**config.mk**
```make
export PLATFORM = sky130hd
export DESIGN_NAME = i2c_dual_slave
export DESIGN_NICKNAME = d
export VERILOG_FILES = /design/src/rtl/i2c_dual_pkg.sv /design/src/rtl/i2c_dual_sync.sv /design/src/rtl/i2c_dual_cond.sv /design/src/rtl/i2c_dual_ctrl.sv /design/src/rtl/i2c_dual_slave.sv
export SDC_FILE = /design/constraint.sdc
export NUM_CORES = 1
export LEC_CHECK = 0
export BUFFER_PORTS_ARGS = -buffer_cell sky130_fd_sc_hd__buf_4
export CAP_MARGIN = 5
export CORE_MARGIN = 1.5
export CORE_UTILIZATION = 53
export CTS_BUF_LIST = sky130_fd_sc_hd__clkbuf_4
export CTS_CLUSTER_SIZE = 20
export DETAILED_ROUTE_END_ITERATION = 7
export PLACE_DENSITY = 0.89
export SETUP_SLACK_MARGIN = 0.1
export SLEW_MARGIN = 20
export SYNTH_ARGS = -nofsm -noshare
export SYNTH_HDL_FRONTEND = slang
export SYNTH_SLANG_ARGS = --single-unit
```
**constraint.sdc**
```tcl
create_clock -name clk -period 2.02 [get_ports clk]
set_input_delay 0.101 -clock clk [delete_from_list [all_inputs] [get_ports clk]]
set_output_delay 0.101 -clock clk [all_outputs]
set_load 0.02 [all_outputs]
```
**src/rtl/i2c_dual_pkg.sv**
```systemverilog
package i2c_dual_pkg;

    localparam int BYTE_W = 8;
    localparam int CNT_W  = $clog2(BYTE_W + 1);

    typedef enum logic [3:0] {
        ST_IDLE,
        ST_DEV,
        ST_DEV_ACK,
        ST_ADDR,
        ST_ADDR_ACK,
        ST_WDATA,
        ST_WDATA_ACK,
        ST_RDATA,
        ST_RACK,
        ST_SKIP
    } st_e;

    typedef enum logic {
        SP_ARRAY = 1'b0,
        SP_PROT  = 1'b1
    } space_e;

endpackage

```
**src/rtl/i2c_dual_sync.sv**
```systemverilog
module i2c_dual_sync #(
    parameter int   WIDTH   = 2,
    parameter int   STAGES  = 2,
    parameter logic RST_VAL = 1'b1
) (
    input  logic             clk,
    input  logic             rst_n,
    input  logic [WIDTH-1:0] d,
    output logic [WIDTH-1:0] q
);

    logic [STAGES-1:0][WIDTH-1:0] stg;

    always_ff @(posedge clk or negedge rst_n) begin
        if (!rst_n) begin
            stg <= {(STAGES*WIDTH){RST_VAL}};
        end else begin
            stg[0] <= d;
            for (int i = 1; i < STAGES; i++) begin
                stg[i] <= stg[i-1];
            end
        end
    end

    assign q = stg[STAGES-1];

endmodule

```
**src/rtl/i2c_dual_cond.sv**
```systemverilog
module i2c_dual_cond (
    input  logic clk,
    input  logic rst_n,
    input  logic scl_s,
    input  logic sda_s,
    output logic scl_rise,
    output logic scl_fall,
    output logic start_evt,
    output logic stop_evt
);

    logic scl_p;
    logic sda_p;

    always_ff @(posedge clk or negedge rst_n) begin
        if (!rst_n) begin
            scl_p <= 1'b1;
            sda_p <= 1'b1;
        end else begin
            scl_p <= scl_s;
            sda_p <= sda_s;
        end
    end

    assign scl_rise  = scl_s & ~scl_p;
    assign scl_fall  = ~scl_s & scl_p;
    assign start_evt = scl_s & scl_p & sda_p & ~sda_s;
    assign stop_evt  = scl_s & scl_p & ~sda_p & sda_s;

endmodule

```
**src/rtl/i2c_dual_ctrl.sv**
```systemverilog
module i2c_dual_ctrl
    import i2c_dual_pkg::*;
#(
    parameter int         CE_W      = 3,
    parameter int         ADDR_W    = 8,
    parameter logic [3:0] ARR_TYPE  = 4'b1010,
    parameter logic [3:0] PROT_TYPE = 4'b0110
) (
    input  logic              clk,
    input  logic              rst_n,
    input  logic              scl_rise,
    input  logic              scl_fall,
    input  logic              start_evt,
    input  logic              stop_evt,
    input  logic              sda_s,
    input  logic [CE_W-1:0]   chip_en,
    input  logic [BYTE_W-1:0] rd_data,
    output logic              sda_oe,
    output logic              space_o,
    output logic              rw_o,
    output logic [ADDR_W-1:0] word_addr,
    output logic [BYTE_W-1:0] wr_data,
    output logic              wr_stb,
    output logic              rd_req,
    output st_e               state_o
);

    localparam logic [CNT_W-1:0] LAST_BIT = CNT_W'(BYTE_W);

    st_e               state;
    st_e               nxt;
    logic [BYTE_W-1:0] shift_q;
    logic [CNT_W-1:0]  cnt_q;
    logic              mack_q;
    logic              byte_end;
    logic              type_arr;
    logic              type_prot;
    logic              hit;

    assign byte_end  = scl_fall && (cnt_q == LAST_BIT);
    assign type_arr  = (shift_q[7:4] == ARR_TYPE);
    assign type_prot = (shift_q[7:4] == PROT_TYPE);
    assign hit       = (type_arr || type_prot) && (shift_q[CE_W:1] == chip_en);
    assign state_o   = state;

    // state register
    always_ff @(posedge clk or negedge rst_n) begin
        if (!rst_n) begin
            state <= ST_IDLE;
        end else begin
            state <= nxt;
        end
    end

    // next state
    always_comb begin
        nxt = state;
        if (stop_evt) begin
            nxt = ST_IDLE;
        end else if (start_evt) begin
            nxt = ST_DEV;
        end else begin
            unique case (state)
                ST_IDLE, ST_SKIP: nxt = state;
                ST_DEV:           if (byte_end) nxt = hit ? ST_DEV_ACK : ST_SKIP;
                ST_DEV_ACK:       if (scl_fall) nxt = rw_o ? ST_RDATA : ST_ADDR;
                ST_ADDR:          if (byte_end) nxt = ST_ADDR_ACK;
                ST_ADDR_ACK:      if (scl_fall) nxt = ST_WDATA;
                ST_WDATA:         if (byte_end) nxt = ST_WDATA_ACK;
                ST_WDATA_ACK:     if (scl_fall) nxt = ST_WDATA;
                ST_RDATA:         if (byte_end) nxt = ST_RACK;
                ST_RACK:          if (scl_fall) nxt = mack_q ? ST_RDATA : ST_SKIP;
                default:          nxt = ST_IDLE;
            endcase
        end
    end

    // outputs and datapath
    always_ff @(posedge clk or negedge rst_n) begin
        if (!rst_n) begin
            shift_q   <= '0;
            cnt_q     <= '0;
            mack_q    <= 1'b0;
            sda_oe    <= 1'b0;
            space_o   <= SP_ARRAY;
            rw_o      <= 1'b0;
            word_addr <= '0;
            wr_data   <= '0;
            wr_stb    <= 1'b0;
            rd_req    <= 1'b0;
        end else begin
            wr_stb <= 1'b0;
            rd_req <= 1'b0;
            if (wr_stb) begin
                word_addr <= word_addr + 1'b1;
            end
            if (rd_req) begin
                word_addr <= word_addr + 1'b1;
                shift_q   <= rd_data;
                sda_oe    <= ~rd_data[BYTE_W-1];
            end
            if (stop_evt || start_evt) begin
                sda_oe <= 1'b0;
                cnt_q  <= '0;
            end else begin
                unique case (state)
                    ST_DEV, ST_ADDR, ST_WDATA: begin
                        if (scl_rise) begin
                            shift_q <= {shift_q[BYTE_W-2:0], sda_s};
                            cnt_q   <= cnt_q + 1'b1;
                        end else if (byte_end) begin
                            cnt_q <= '0;
                            if (state == ST_DEV) begin
                                if (hit) begin
                                    sda_oe  <= 1'b1;
                                    space_o <= type_prot ? SP_PROT : SP_ARRAY;
                                    rw_o    <= shift_q[0];
                                end
                            end else if (state == ST_ADDR) begin
                                sda_oe    <= 1'b1;
                                word_addr <= ADDR_W'(shift_q);
                            end else begin
                                sda_oe  <= 1'b1;
                                wr_data <= shift_q;
                                wr_stb  <= 1'b1;
                            end
                        end
                    end
                    ST_DEV_ACK: begin
                        if (scl_fall) begin
                            sda_oe <= 1'b0;
                            if (rw_o) rd_req <= 1'b1;
                        end
                    end
                    ST_ADDR_ACK, ST_WDATA_ACK: begin
                        if (scl_fall) sda_oe <= 1'b0;
                    end
                    ST_RDATA: begin
                        if (scl_rise) begin
                            cnt_q <= cnt_q + 1'b1;
                        end else if (byte_end) begin
                            sda_oe <= 1'b0;
                            cnt_q  <= '0;
                        end else if (scl_fall && cnt_q != '0) begin
                            shift_q <= {shift_q[BYTE_W-2:0], 1'b0};
                            sda_oe  <= ~shift_q[BYTE_W-2];
                        end
                    end
                    ST_RACK: begin
                        if (scl_rise) begin
                            mack_q <= ~sda_s;
                        end else if (scl_fall && mack_q) begin
                            rd_req <= 1'b1;
                        end
                    end
                    ST_IDLE, ST_SKIP: begin
                        sda_oe <= 1'b0;
                    end
                    default: sda_oe <= 1'b0;
                endcase
            end
        end
    end

endmodule

```
**src/rtl/i2c_dual_slave.sv**
```systemverilog
module i2c_dual_slave
    import i2c_dual_pkg::*;
#(
    parameter int         CE_W      = 3,
    parameter int         ADDR_W    = 8,
    parameter int         SYNC_STG  = 2,
    parameter logic [3:0] ARR_TYPE  = 4'b1010,
    parameter logic [3:0] PROT_TYPE = 4'b0110
) (
    input  logic              clk,
    input  logic              rst_n,
    input  logic              scl_i,
    input  logic              sda_i,
    input  logic [CE_W-1:0]   chip_en,
    output logic              sda_oe,
    output logic              space_o,
    output logic              rw_o,
    output logic [ADDR_W-1:0] word_addr,
    output logic [BYTE_W-1:0] wr_data,
    output logic              wr_stb,
    output logic              rd_req,
    input  logic [BYTE_W-1:0] rd_data
);

    logic scl_s;
    logic sda_s;
    logic scl_rise;
    logic scl_fall;
    logic start_evt;
    logic stop_evt;
    st_e  ctrl_state;

    i2c_dual_sync #(
        .WIDTH  (2),
        .STAGES (SYNC_STG),
        .RST_VAL(1'b1)
    ) u_sync (
        .clk  (clk),
        .rst_n(rst_n),
        .d    ({scl_i, sda_i}),
        .q    ({scl_s, sda_s})
    );

    i2c_dual_cond u_cond (
        .clk      (clk),
        .rst_n    (rst_n),
        .scl_s    (scl_s),
        .sda_s    (sda_s),
        .scl_rise (scl_rise),
        .scl_fall (scl_fall),
        .start_evt(start_evt),
        .stop_evt (stop_evt)
    );

    i2c_dual_ctrl #(
        .CE_W     (CE_W),
        .ADDR_W   (ADDR_W),
        .ARR_TYPE (ARR_TYPE),
        .PROT_TYPE(PROT_TYPE)
    ) u_ctrl (
        .clk      (clk),
        .rst_n    (rst_n),
        .scl_rise (scl_rise),
        .scl_fall (scl_fall),
        .start_evt(start_evt),
        .stop_evt (stop_evt),
        .sda_s    (sda_s),
        .chip_en  (chip_en),
        .rd_data  (rd_data),
        .sda_oe   (sda_oe),
        .space_o  (space_o),
        .rw_o     (rw_o),
        .word_addr(word_addr),
        .wr_data  (wr_data),
        .wr_stb   (wr_stb),
        .rd_req   (rd_req),
        .state_o  (ctrl_state)
    );

endmodule

```
==> run summary <==
Detailed Place HPWL - 3850 µm
Worst reg-to-reg setup slack - 150 ps
Area after DPL - 2690 µm²
Vias in the first global route - 1890
1st-iter DRT viols - 173
Drt first pass iters - 4
Tmin final - 1870 ps
WL/cell - 18.6 µm
Worst Hold Endpoint - u_ctrl.shift_q[0]
Final Core Density - 66.9%
Crit path DAT - 2160 ps
CTS H-tree depth - 2
Share of layout cells above drive strength 1 - 37.5%
Worst R2R Start - u_ctrl.cnt_q[0]
GRT Util Overall - 24.4%
Setup crit start kind - register
Net Switching - 0.697 mW
Hold path start - rd_data[0]
DRC viols - 0
Synth-to-layout area growth - 21.9%
Post-DR vias/cell - 6.12
Synth area leaders - dfrtp_1 (40%), mux2_2 (11%), dfstp_2 (6.6%)
R2R depth - 7
WL final - 5960 µm
Final Non-Filler Cells - 321
Post-synth top flop - dfrtp_1
# clock sinks - 44
# diodes - 0
Comb pwr share - 24.0%
Final Cycle Share - 92.7%
Post-synth top cells - dfrtp_1 (38), mux2_2 (24), nor2_1 (14)
Yosys cell types - 54
Max-cap viol count - 0
Chip width - 69.9 µm
Cell Pwr Density - 766 nW/µm²
Initial antenna violation count - 0
Pint - 1.52 mW
Core ar. - 4320 µm²
Fmax - 534 MHz
Cell with the most instances after synthesis - dfrtp_1
First-pass GRT wire length - 9410 µm
CP max FO - 16
Hold Path Cell Cnt - 3
Routed vias - 1963
Seq cells post-synth - 44
Sw Share - 31.4%
Crit path kind - reg2reg
Yosys top cell by area - dfrtp_1
Reg2reg end - u_ctrl.word_addr[6]
# IOs - 36
Clock Root Buffer - clkbuf_4
Register area share after synthesis - 46.7%
CTS clk-pin slew, worst paths - 140 ps
Cells after synthesis - 222
Post-synth top area share - 40.1%
Fillers - 328
Sequential power share - 50.0%
P_leak - 1.33 nW
Die area - 4890 µm²
Peak supply drop - 0.705 mV
Final Wtd Congestion - 0.876
Status - completed
Setup Skew - 17.2 ps
Initial core utilization - 54.9%
Grt total ovfl - 0
ANT nets after route - 0
Max_slew headroom - 57.7%
Post-synth EDFFs - 0
Skew-Pair Late Insertion Delay - 380 ps
WP data required - 2310 ps
Max clock buf depth - 2
Avg Cell Area, Syn - 10.7 µm²
CTS buffer count - 5
Largest net degree at the start of global routing - 45
Die extent in y - 69.9 µm
Final Setup Violations - 0
Slew Limit Fails - 0
CTS tree - built
Synthesized area - 2370 µm²
Clk network pwr share - 26.1%
Worst hold margin - 69.7 ps
Net Count, Synth - 240
Rows - 24
Endpoints failing hold - 0
Placed cells - 304
Final instance area - 2890 µm²
Synth async-reset ratio - 100%
Warnings from Yosys - 0
Worst-margin pin slew - 626 ps
Worst setup EP type - register
I/O Buffers - 35
HP Class - in2reg
Final Net Count - 286
-- worst max path at each step --
stage	from	to	slack, ps	cells after the start
after floorplan	u_ctrl.cnt_q[0]	u_ctrl.rw_o	150	7
after global routing	u_ctrl.state_o[3]	u_ctrl.state_o[0]	-10	4
after detailed placement	u_ctrl.cnt_q[0]	u_ctrl.space_o	70	6
after CTS	u_ctrl.state_o[1]	u_ctrl.shift_q[7]	130	4
after global placement	u_ctrl.cnt_q[0]	u_ctrl.rw_o	150	6
final	u_ctrl.cnt_q[0]	u_ctrl.word_addr[6]	150	7
-- registers in the layout (all words and copies together), names as in the netlist --
| name | count |
|---|---|
| u_ctrl.cnt_q | 4 |
| u_ctrl.shift_q | 8 |
| u_cond.scl_p | 1 |
| u_ctrl.word_addr | 8 |
| u_ctrl.space_o | 1 |
| u_ctrl.mack_q | 1 |
| u_sync.q | 2 |
| u_ctrl.rw_o | 1 |
| u_ctrl.wr_data | 8 |
| u_cond.sda_p | 1 |
| u_ctrl.rd_req | 1 |
| u_ctrl.sda_oe | 1 |
| u_ctrl.state_o | 4 |
| u_sync.stg | 2 |
| u_ctrl.wr_stb | 1 |
-- cell usage in the layout (no fill, tap or decap), types with 4 or more instances in the layout --
master,n
a21oi_1,11
o21ai_0,11
inv_1,8
xnor2_1,4
mux2_2,24
nor2_1,14
nand2_1,11
nand3_1,9
xor2_1,7
o211ai_1,5
buf_4,46
dfrtp_1,36
dfstp_2,6
nand2b_1,6
clkbuf_4,5
-- stage by stage --
stage,total power [mW],setup TNS (ps),setup slack (ps)
5_1_grt,2.32,-10.9,-10.9
6_report,2.22,0,147
4_1_cts,2.18,0,129
3_3_place_gp,1.56,0,154
2_1_floorplan,1.42,0,146
3_5_place_dp,1.59,0,72.2
-- power groups by stage --
stage	registers, mW	logic [mW]	clock network [mW]
5_1_grt	1.12	0.579	0.613
4_1_cts	1.10	0.496	0.577
3_5_place_dp	1.13	0.462	0
3_3_place_gp	1.12	0.439	0
6_report	1.11	0.531	0.578
2_1_floorplan	1.09	0.328	0
-- worst max-delay path: stages, from the launching register on --
cell	delay, ps
dfrtp_1	410
inv_1	60
ha_1	180
nand3b_1	180
or4b_1	570
buf_6	170
nor2_1	150
a21oi_1	60
-- area by class of cell --
type,instances,area (µm²),share of cell area [%]
Tap cell,52,65.1,2.25
Multi-Input combinational cell,159,1220,42.1
Clock inverter,3,46.3,1.60
Timing Repair Buffer,50,387,13.4
Sequential cell,44,1110,38.4
Inverter,8,30.0,1.04
Clock buffer,5,37.5,1.30
-- per-layer routing --
metal  part of all wire [%]  wire (µm)  vias to the layer above  global-route usage [%]
met5                      0          0                        -                       0
met4                    3.0        181                        0                    9.19
met3                    5.4        319                       16                    3.61
met2                     50       3010                       79                    40.5
met1                     41       2450                      965                    32.7
li1                       -          -                      903                       -
-- kinds of logic after synthesis --
logic type	synth area share (%)
flip-flops	46.7
buffers and inverters	3.53
XOR/XNOR	4.43
AND/OR/NAND/NOR	17.9
multiplexers	11.8
adder cells (fa/ha/maj)	1.58
AO/OA/AOI/OAI	14.1
-- timing repair --
item / 4_1_cts / 5_1_grt
cloned: 0 / 0
endpoints found under the hold margin: 40 / 0
buffers inserted: 3 / 3
pin swaps: 0 / 2
resized for setup: 1 / 9
hold buffers: 3 / 0
setup endpoints to repair: 10 / 28
(Power assumes the default switching activity.)
